## src/rtl/hdfifo_pkg.sv

```systemverilog
package hdfifo_pkg;
  // strobes from the control to the datapath, one cycle each
  typedef struct packed {
    logic flush;     // empty the buffer before any push of this cycle
    logic push;      // store one entry
    logic pushHost;  // 1: entry from host port, 0: from processor push port
    logic pushTag;   // tag stored with a host entry (1 = command)
    logic pop;       // remove the head entry
    logic loadOut;   // copy head byte into the host data register
    logic clrOut;    // host data register becomes empty
  } fifoCtl_t;
endpackage

```

## src/rtl/hdfifo_dpath.sv

```systemverilog
module hdfifo_dpath
  import hdfifo_pkg::*;
#(
  parameter int DEPTH  = 16,
  parameter int DATA_W = 8
) (
  input  logic              clk,
  input  logic              rstN,
  input  fifoCtl_t          ctl,
  input  logic [DATA_W-1:0] hostData,
  input  logic [DATA_W-1:0] pushData,
  output logic              headTag,
  output logic [DATA_W-1:0] headData,
  output logic              full,
  output logic              empty,
  output logic              outValid,
  output logic [DATA_W-1:0] outData
);
  localparam int PW = (DEPTH > 1) ? $clog2(DEPTH) : 1;
  localparam int CW = $clog2(DEPTH + 1);
  localparam int EW = DATA_W + 1;

  logic [EW-1:0] mem [DEPTH];
  logic [PW-1:0] wrPtr, rdPtr, wrIdx;
  logic [CW-1:0] count;
  logic [EW-1:0] entry;

  function automatic logic [PW-1:0] nextPtr(input logic [PW-1:0] p);
    return (p == PW'(DEPTH - 1)) ? '0 : p + PW'(1);
  endfunction

  assign entry   = ctl.pushHost ? {ctl.pushTag, hostData} : {1'b0, pushData};
  assign wrIdx   = ctl.flush ? '0 : wrPtr;
  assign headTag  = mem[rdPtr][EW-1];
  assign headData = mem[rdPtr][DATA_W-1:0];
  assign full    = (count == CW'(DEPTH));
  assign empty   = (count == '0);

  always_ff @(posedge clk) begin
    if (ctl.push) mem[wrIdx] <= entry;
  end

  always_ff @(posedge clk or negedge rstN) begin
    if (!rstN) begin
      wrPtr <= '0;
      rdPtr <= '0;
      count <= '0;
    end else if (ctl.flush) begin
      rdPtr <= '0;
      wrPtr <= ctl.push ? nextPtr('0) : '0;
      count <= ctl.push ? CW'(1) : '0;
    end else begin
      if (ctl.push) wrPtr <= nextPtr(wrPtr);
      if (ctl.pop)  rdPtr <= nextPtr(rdPtr);
      case ({ctl.push, ctl.pop})
        2'b10:   count <= count + CW'(1);
        2'b01:   count <= count - CW'(1);
        default: count <= count;
      endcase
    end
  end

  always_ff @(posedge clk or negedge rstN) begin
    if (!rstN) begin
      outValid <= 1'b0;
      outData  <= '0;
    end else begin
      if (ctl.clrOut)       outValid <= 1'b0;
      else if (ctl.loadOut) outValid <= 1'b1;
      if (ctl.loadOut)      outData  <= headData;
    end
  end
endmodule

```

## src/rtl/hdfifo_ctrl.sv

```systemverilog
module hdfifo_ctrl
  import hdfifo_pkg::*;
(
  input  logic     clk,
  input  logic     rstN,
  input  logic     hostCmdWr,
  input  logic     hostParWr,
  input  logic     hostRd,
  input  logic     procReady,
  input  logic     procTurn,
  input  logic     procPushValid,
  input  logic     full,
  input  logic     empty,
  input  logic     outValid,
  output fifoCtl_t ctl,
  output logic     readMode,
  output logic     overflow,
  output logic     procValid,
  output logic     procPushReady
);
  logic cmdW, parW, turnNow, backNow, wrDrop;

  assign cmdW    = hostCmdWr;
  assign parW    = hostParWr & ~hostCmdWr;
  assign turnNow = procTurn & ~readMode;
  assign backNow = hostCmdWr & readMode;

  assign procValid     = ~readMode & ~empty;
  assign procPushReady = readMode & ~full;

  always_comb begin
    ctl    = '0;
    wrDrop = 1'b0;
    if (turnNow) begin
      ctl.flush = 1'b1;
    end else if (backNow) begin
      ctl.flush    = 1'b1;
      ctl.clrOut   = 1'b1;
      ctl.push     = 1'b1;
      ctl.pushHost = 1'b1;
      ctl.pushTag  = 1'b1;
    end else if (!readMode) begin
      ctl.pop = procValid & procReady;
      if (cmdW | parW) begin
        if (full) begin
          wrDrop = 1'b1;
        end else begin
          ctl.push     = 1'b1;
          ctl.pushHost = 1'b1;
          ctl.pushTag  = cmdW;
        end
      end
    end else begin
      ctl.loadOut = ~outValid & ~empty;
      ctl.pop     = ctl.loadOut;
      ctl.clrOut  = hostRd & outValid;
      ctl.push    = procPushValid & procPushReady;
    end
  end

  always_ff @(posedge clk or negedge rstN) begin
    if (!rstN) begin
      readMode <= 1'b0;
      overflow <= 1'b0;
    end else begin
      if (turnNow)      readMode <= 1'b1;
      else if (backNow) readMode <= 1'b0;
      if (wrDrop)       overflow <= 1'b1;
    end
  end
endmodule

```

## src/rtl/hdfifo.sv

```systemverilog
module hdfifo
  import hdfifo_pkg::*;
#(
  parameter int DEPTH  = 16,
  parameter int DATA_W = 8
) (
  input  logic              clk,
  input  logic              rstN,
  input  logic              hostCmdWr,
  input  logic              hostParWr,
  input  logic [DATA_W-1:0] hostWrData,
  input  logic              hostRd,
  output logic [DATA_W-1:0] hostRdData,
  output logic              statReady,
  output logic              statFull,
  output logic              statEmpty,
  output logic              statOverflow,
  output logic              procValid,
  output logic              procIsCmd,
  output logic [DATA_W-1:0] procData,
  input  logic              procReady,
  input  logic              procTurn,
  input  logic              procPushValid,
  input  logic [DATA_W-1:0] procPushData,
  output logic              procPushReady
);
  fifoCtl_t ctl;
  logic     readMode;

  hdfifo_ctrl u_ctrl (
    .clk(clk), .rstN(rstN),
    .hostCmdWr(hostCmdWr), .hostParWr(hostParWr), .hostRd(hostRd),
    .procReady(procReady), .procTurn(procTurn), .procPushValid(procPushValid),
    .full(statFull), .empty(statEmpty), .outValid(statReady),
    .ctl(ctl), .readMode(readMode), .overflow(statOverflow),
    .procValid(procValid), .procPushReady(procPushReady)
  );

  hdfifo_dpath #(.DEPTH(DEPTH), .DATA_W(DATA_W)) u_dpath (
    .clk(clk), .rstN(rstN), .ctl(ctl),
    .hostData(hostWrData), .pushData(procPushData),
    .headTag(procIsCmd), .headData(procData),
    .full(statFull), .empty(statEmpty),
    .outValid(statReady), .outData(hostRdData)
  );
endmodule

```

## config.mk

```make
export PLATFORM = sky130hd
export DESIGN_NAME = hdfifo
export DESIGN_NICKNAME = d
export VERILOG_FILES = /design/src/rtl/hdfifo_pkg.sv /design/src/rtl/hdfifo_dpath.sv /design/src/rtl/hdfifo_ctrl.sv /design/src/rtl/hdfifo.sv
export SDC_FILE = /design/constraint.sdc
export NUM_CORES = 1
export LEC_CHECK = 0
export ABC_AREA = 1
export CORE_MARGIN = 5
export CORE_UTILIZATION = 30
export CTS_BUF_LIST = sky130_fd_sc_hd__clkbuf_16
export CTS_CLUSTER_SIZE = 8
export DETAILED_ROUTE_END_ITERATION = 12
export PLACE_DENSITY = 0.56
export SYNTH_ARGS = -nofsm -noshare
export SYNTH_HDL_FRONTEND = slang
export SYNTH_SLANG_ARGS = --single-unit
```

## constraint.sdc

```tcl
create_clock -name clk -period 2.2 [get_ports clk]
set_clock_uncertainty 0.1 [all_clocks]
set_input_delay 0.55 -clock clk [delete_from_list [all_inputs] [get_ports clk]]
set_output_delay 0.55 -clock clk [all_outputs]
set_load 0.03 [all_outputs]
```

Word level (Yosys, flattened, before mapping):

Memories as Yosys holds them, arrays and structs flattened.
Index checks and enable logic that the tools add are counted.

* reductions and logical operators: 6
* bitwise logic cells: 15
* equal/unequal tests: 5
* add/sub/neg operators: 4
* mux-type cells: 35

Operators by type and width (count)
* 4-bit two-way mux: 7
* 1-bit two-way mux: 18
* 5-bit case mux with 2 select lines: 1
* 1-bit bitwise AND: 9
* 3-bit two-way mux: 3
* 9-bit two-way mux: 1
* 4-bit by 1-bit adder with 4-bit output (second input constant): 2
* 4-bit equality test (second input constant): 2
* 2-bit nonzero test: 4
* 2-bit two-way mux: 3
* 6-bit two-way mux: 1
* 5-bit by 1-bit adder with 5-bit output (second input constant): 1
* 5-bit equality test (second input constant): 1
* 5-bit logical NOT: 1
* 5-bit two-way mux: 1
* 1-bit inverter: 5
* 5-bit by 1-bit subtractor with 5-bit output (second input constant): 1
* 3-bit nonzero test: 1
* 2-bit by 1-bit equality test with 1-bit output (second input constant): 1
* 2-bit equality test (second input constant): 1
* 1-bit bitwise OR: 1

* output and inout bits: 23
* input bits: 24
* flip-flop bits (word level): 24
* memories kept: 1
* memory bits (writable): 144
* word-level logic and storage cells: 73

Memory list
* u_dpath.mem: words 16, width 9, read ports 1, clocked after memory_dff 0, wr ports 1, line hdfifo_dpath.sv:23 `logic [EW-1:0] mem [DEPTH];`

Logic depth before layout (Yosys ltp):

* word-level depth: 10
* depth in mapped cells: 20
* gate-level depth less buffers: 19

By module:

A second synthesis with hierarchy kept.

* cell total of the unflattened synthesis: 694
* area total of the unflattened synthesis: 7365.8 sq um

By module, submodules not included
* hdfifo_dpath: sequential area each 4874.7 sq um, cells each 661, area an instance 7154.4 sq um, instances 1
* hdfifo_ctrl: sequential area each 50.0 sq um, cells each 33, area an instance 211.5 sq um, instances 1

Least setup slack after synthesis:

Ideal clock, no wire load.

* path kind: input to register
* start: input hostParWr
* end: register u_dpath.count[4]
* data required time: 1.983 ns
* cell stages on the path: 16
* setup slack: -0.364 ns
* arrival: 2.347 ns
* setup time: 0.117 ns
* path through: or2_2 nand3_4 nand2_4 inv_2 nand2_4 fa_1 o21ai_0 a21oi_1 inv_1 nand2_1 nand2_1 inv_1 nand2_1 nand2_1 nand2_1 nand2_1

* longest elaborated chain between the ends: 9
* elaborated cells on any way between the ends: 11
* classes of those cells: eq/ne (2); mux (6); bitwise (2); reduce/logical (1)

RTL lines
* from (decl): line hdfifo.sv:10 `input logic hostParWr,`
* 1-bit bitwise AND *: line hdfifo_ctrl.sv:24 `assign parW = hostParWr & ~hostCmdWr;`
* 1-bit bitwise OR *: line hdfifo_ctrl.sv:44 `if (cmdW | parW) begin`
* 3-bit two-way mux *: line hdfifo_ctrl.sv:44
* 1-bit two-way mux *: line hdfifo_ctrl.sv:42 `end else if (!readMode) begin`
* 3-bit two-way mux *: line hdfifo_ctrl.sv:36 `end else if (backNow) begin`
* 6-bit two-way mux *: line hdfifo_ctrl.sv:34 `if (turnNow) begin`
* 2-bit by 1-bit equality test with 1-bit output / 2-bit equality test (equally long branches): line hdfifo_dpath.sv:55 `case ({ctl.push, ctl.pop})`
* 5-bit case mux with 2 select lines: line hdfifo_dpath.sv:55
* 5-bit two-way mux: line hdfifo_dpath.sv:48 `end else if (ctl.flush) begin`
* to (signal assigned): line hdfifo_dpath.sv:51 `count <= ctl.push ? CW'(1) : '0;`
* to (signal assigned): line hdfifo_dpath.sv:56 `2'b10: count <= count + CW'(1);`
* to (signal assigned): line hdfifo_dpath.sv:57 `2'b01: count <= count - CW'(1);`
* to (decl): line hdfifo_dpath.sv:25 `logic [CW-1:0] count;`

Mark *: on every way between the ends. The rest lies on a longest branch, timed or not.
A chain may end at the register's enable or synchronous reset.

Worst setup path after layout:

* start: register u_dpath.rdPtr[0]
* end: output procData[1]

* longest elaborated chain between the ends: 1

RTL lines
* from (decl): line hdfifo_dpath.sv:24 `logic [PW-1:0] wrPtr, rdPtr, wrIdx;`
* from (signal assigned): line hdfifo_dpath.sv:54 `if (ctl.pop) rdPtr <= nextPtr(rdPtr);`
* memory 16 x 9 bit
* to (decl): line hdfifo.sv:20 `output logic [DATA_W-1:0] procData,`

Every way passes these cells.

==> flow_summary.yaml <==
global_routing:
  grt_first_pass_wirelength_mm: 28.79
  grt_pass1_vias: 5140
  antenna_found_initial: 0
  grt_start_max_net_pins: 36
  grt_usage_pct: 14.21
  gr-total-overflow: 0
clocking:
  clockBufferDepth: 2
  numCtsBuffers: 17
  clkTransAtPathRegs_ns: 0.07
  cts_tree: "built"
  clock_sinks: 168
  postCtsHoldBufs: 0
  root_buffer: "clkbuf_16"
  cts_max_level: 4
  clkLatencyLatePin_ns: 0.43
floorplanning:
  core_region_area_mm2: 0.02354
  row_count: 56
  die_w_um: 164.9
  dieArea_mm2: 0.02719
  start_util_pct: 30.57
  fp.dieH_um: 164.9
  num_io_pins: 47
worst_setup_path:
  r2r_start: "u_dpath.count[2]"
  rrSetupSlack_ns: -0.16
  endpoint_kind: "output port"
  cp.required_ns: 1.55
  worstPathMaxFanout: 11
  crit_type: "register to output port"
  timing.rr.end: "u_dpath.count[4]"
  reg2reg_depth: 18
  arrival_ns: 2.11
  cp-start-kind: "register"
placement:
  gp_congestion: 0.8706
  portBuffers: 46
  dp_cells: 1058
  dpl.hpwl_mm: 12.40
power:
  p_leak_nw: 3.820
  peakVddDrop_mv: 0.6333
  power.density_mw_per_mm2: 1275
sta:
  period_share_pct: 125.7
  drv_slew: 0
  fmax_mhz: 361.7
  setup_ws_ns: -0.5650
  final_hold_viol_count: 0
  slew_headroom_pct: 65.46
  whs_ns: 0.2633
  setup_viol: 11
  rsz0062_at_grt: "yes"
  tightest_slew_ns: 0.5180
  fin_crit_ns: 2.765
logic_synthesis:
  synth_top_area_share_pct: 60.08
  synth_largest_area_cell: "edfxtp_1"
  syn_inst: 630
  syn-mean-instance-area_um2: 11.42
  syn_nets: 660
  ys_ff_latch: 168
  ys_types: 39
  yosys_warnings: 0
  netlist_area_mm2: 0.007197
  ys_top_cells_by_area: "edfxtp_1 (60%), dfrtp_1 (8.3%), nand2_1 (6.6%), o21ai_0 (4.2%), nor2_1 (4.0%)"
  ys_seq_area_share_pct: 68.43
drt:
  routedWlPerCell_um: 17.10
  vias: 5313
  dr.first_iter.drc_count: 639
  dr.pass1.iters: 5
  drtAntennaViolNets: 0
  drt_wl_total_mm: 19.07
  viasPerCell: 4.765
  drc: 0
run_status:
  run_status: "complete, but fails checks"
  violations: "negative setup slack"
finish:
  register_area_mm2: 0.004927
  drive_gt1_share_pct: 30.53
  n_antenna_cell: 0
  mostFrequentLayoutCell: "edfxtp_1"
  multiInputGateArea_mm2: 0.002280
  area.growth.synth_to_final_pct: 37.24
  final_net_count: 813
  mostFrequentLayoutCells: "edfxtp_1 (144), nand2_1 (113), buf_4 (85), nor2_1 (62), o21ai_0 (41)"
  instances_no_fill: 1115
  num-fill-cells: 2239
hold_path:
  holdCritPathClass: "input port to async pin"
flow_run:
  drv_cap: 0
==> worst max-delay path: stages (launching register included) <==
cell	delay [ns]
dfrtp_2	0.49
buf_4	0.19
buf_16	0.15
o21ai_1	0.14
o21ai_1	0.08
buf_4	0.15
o21ai_2	0.15
buf_6	0.13
nand2_2	0.07
buf_6	0.14
==> synthesized netlist by cell type (all sizes together) <==
library cell / instances
nor3: 4
dfrtp: 24
a21oi: 26
o32ai: 2
edfxtp: 144
clkinv: 1
o211ai: 11
nand2: 133
buf: 14
or2: 1
nand4: 14
inv: 37
clkbuf: 13
o31ai: 1
a31oi: 3
a211oi: 1
mux2: 8
xnor2: 3
ha: 5
nor2: 81
o21ai: 66
fa: 1
a311oi: 1
o22ai: 2
nand3: 33
a41o: 1
==> sequential cells by signal (all words and copies together) (netlist names) <==
signal and count:
u_dpath.outValid 1, u_dpath.wrPtr 4, u_dpath.mem 144, u_dpath.count 5, u_dpath.outData 8, u_ctrl.overflow 1
u_ctrl.readMode 1, u_dpath.rdPtr 4
==> per-layer routing <==
layer	up-vias	global-route usage [%]	part of all wire (%)
li1	2524	-	-
met1	2634	19.00	45
met2	139	23.33	48
met3	16	3.144	5.6
met4	0	4.008	1.3
met5	-	0	0
==> worst max path at each step <==
| stage | end | depth (start not counted) | slack [ns] | from |
|---|---|---|---|---|
| detailed placement | u_dpath.count[4] | 17 | -0.63 | hostCmdWr |
| finish | procData[1] | 9 | -0.56 | u_dpath.rdPtr[0] |
| global route | procData[4] | 9 | -0.65 | u_dpath.rdPtr[0] |
| global placement | u_dpath.count[4] | 17 | -0.58 | hostCmdWr |
| floorplan | u_dpath.count[4] | 16 | -0.13 | hostCmdWr |
| CTS | procData[1] | 9 | -0.58 | u_dpath.rdPtr[0] |
==> report_power, final <==
group	switching, mW	internal, mW
sequential	0.202	3.89
clock	1.24	1.90
combinational	3.05	2.31
total	4.49	8.10
==> metrics by stage <==
stage	TNS (ns)	util [%]	setup slack [ns]	power, mW	cell area [um2]
finish	-4.720	41.95	-0.5650	12.59	9877
global route	-6.019	41.95	-0.6539	13.23	9877
CTS	-5.148	40.47	-0.5757	12.34	9528
detailed placement	-114.26	36.72	-0.6324	8.636	8645
global placement	-109.62	36.72	-0.5771	8.615	8645
floorplan	-1.729	-	-0.1303	6.440	7222
==> kinds of logic after synthesis <==
group / after synthesis / synth area share, %
AO/OA/AOI/OAI: 114 / 8.954
XOR/XNOR: 3 / 0.3652
adder cells (fa/ha/maj): 6 / 1.147
buffers and inverters: 65 / 3.877
flip-flops: 168 / 68.43
multiplexers: 8 / 1.252
AND/OR/NAND/NOR: 266 / 15.98
==> layout make-up <==
class | count | share of cell area [%]
repair buffers | 161 | 15.11
well taps | 319 | 4.041
clock buffers | 17 | 4.307
multi-input cells | 397 | 23.08
flip-flops and latches | 168 | 49.89
inverters | 38 | 1.545
clock inverters | 15 | 2.027
==> timing repair <==
item	CTS	global route
pin swaps	15	18
gates cloned	1	7
setup buffers	8	9
gates resized for setup	77	75
setup endpoints to repair	71	194
Power figures use the tool's default switching activity.
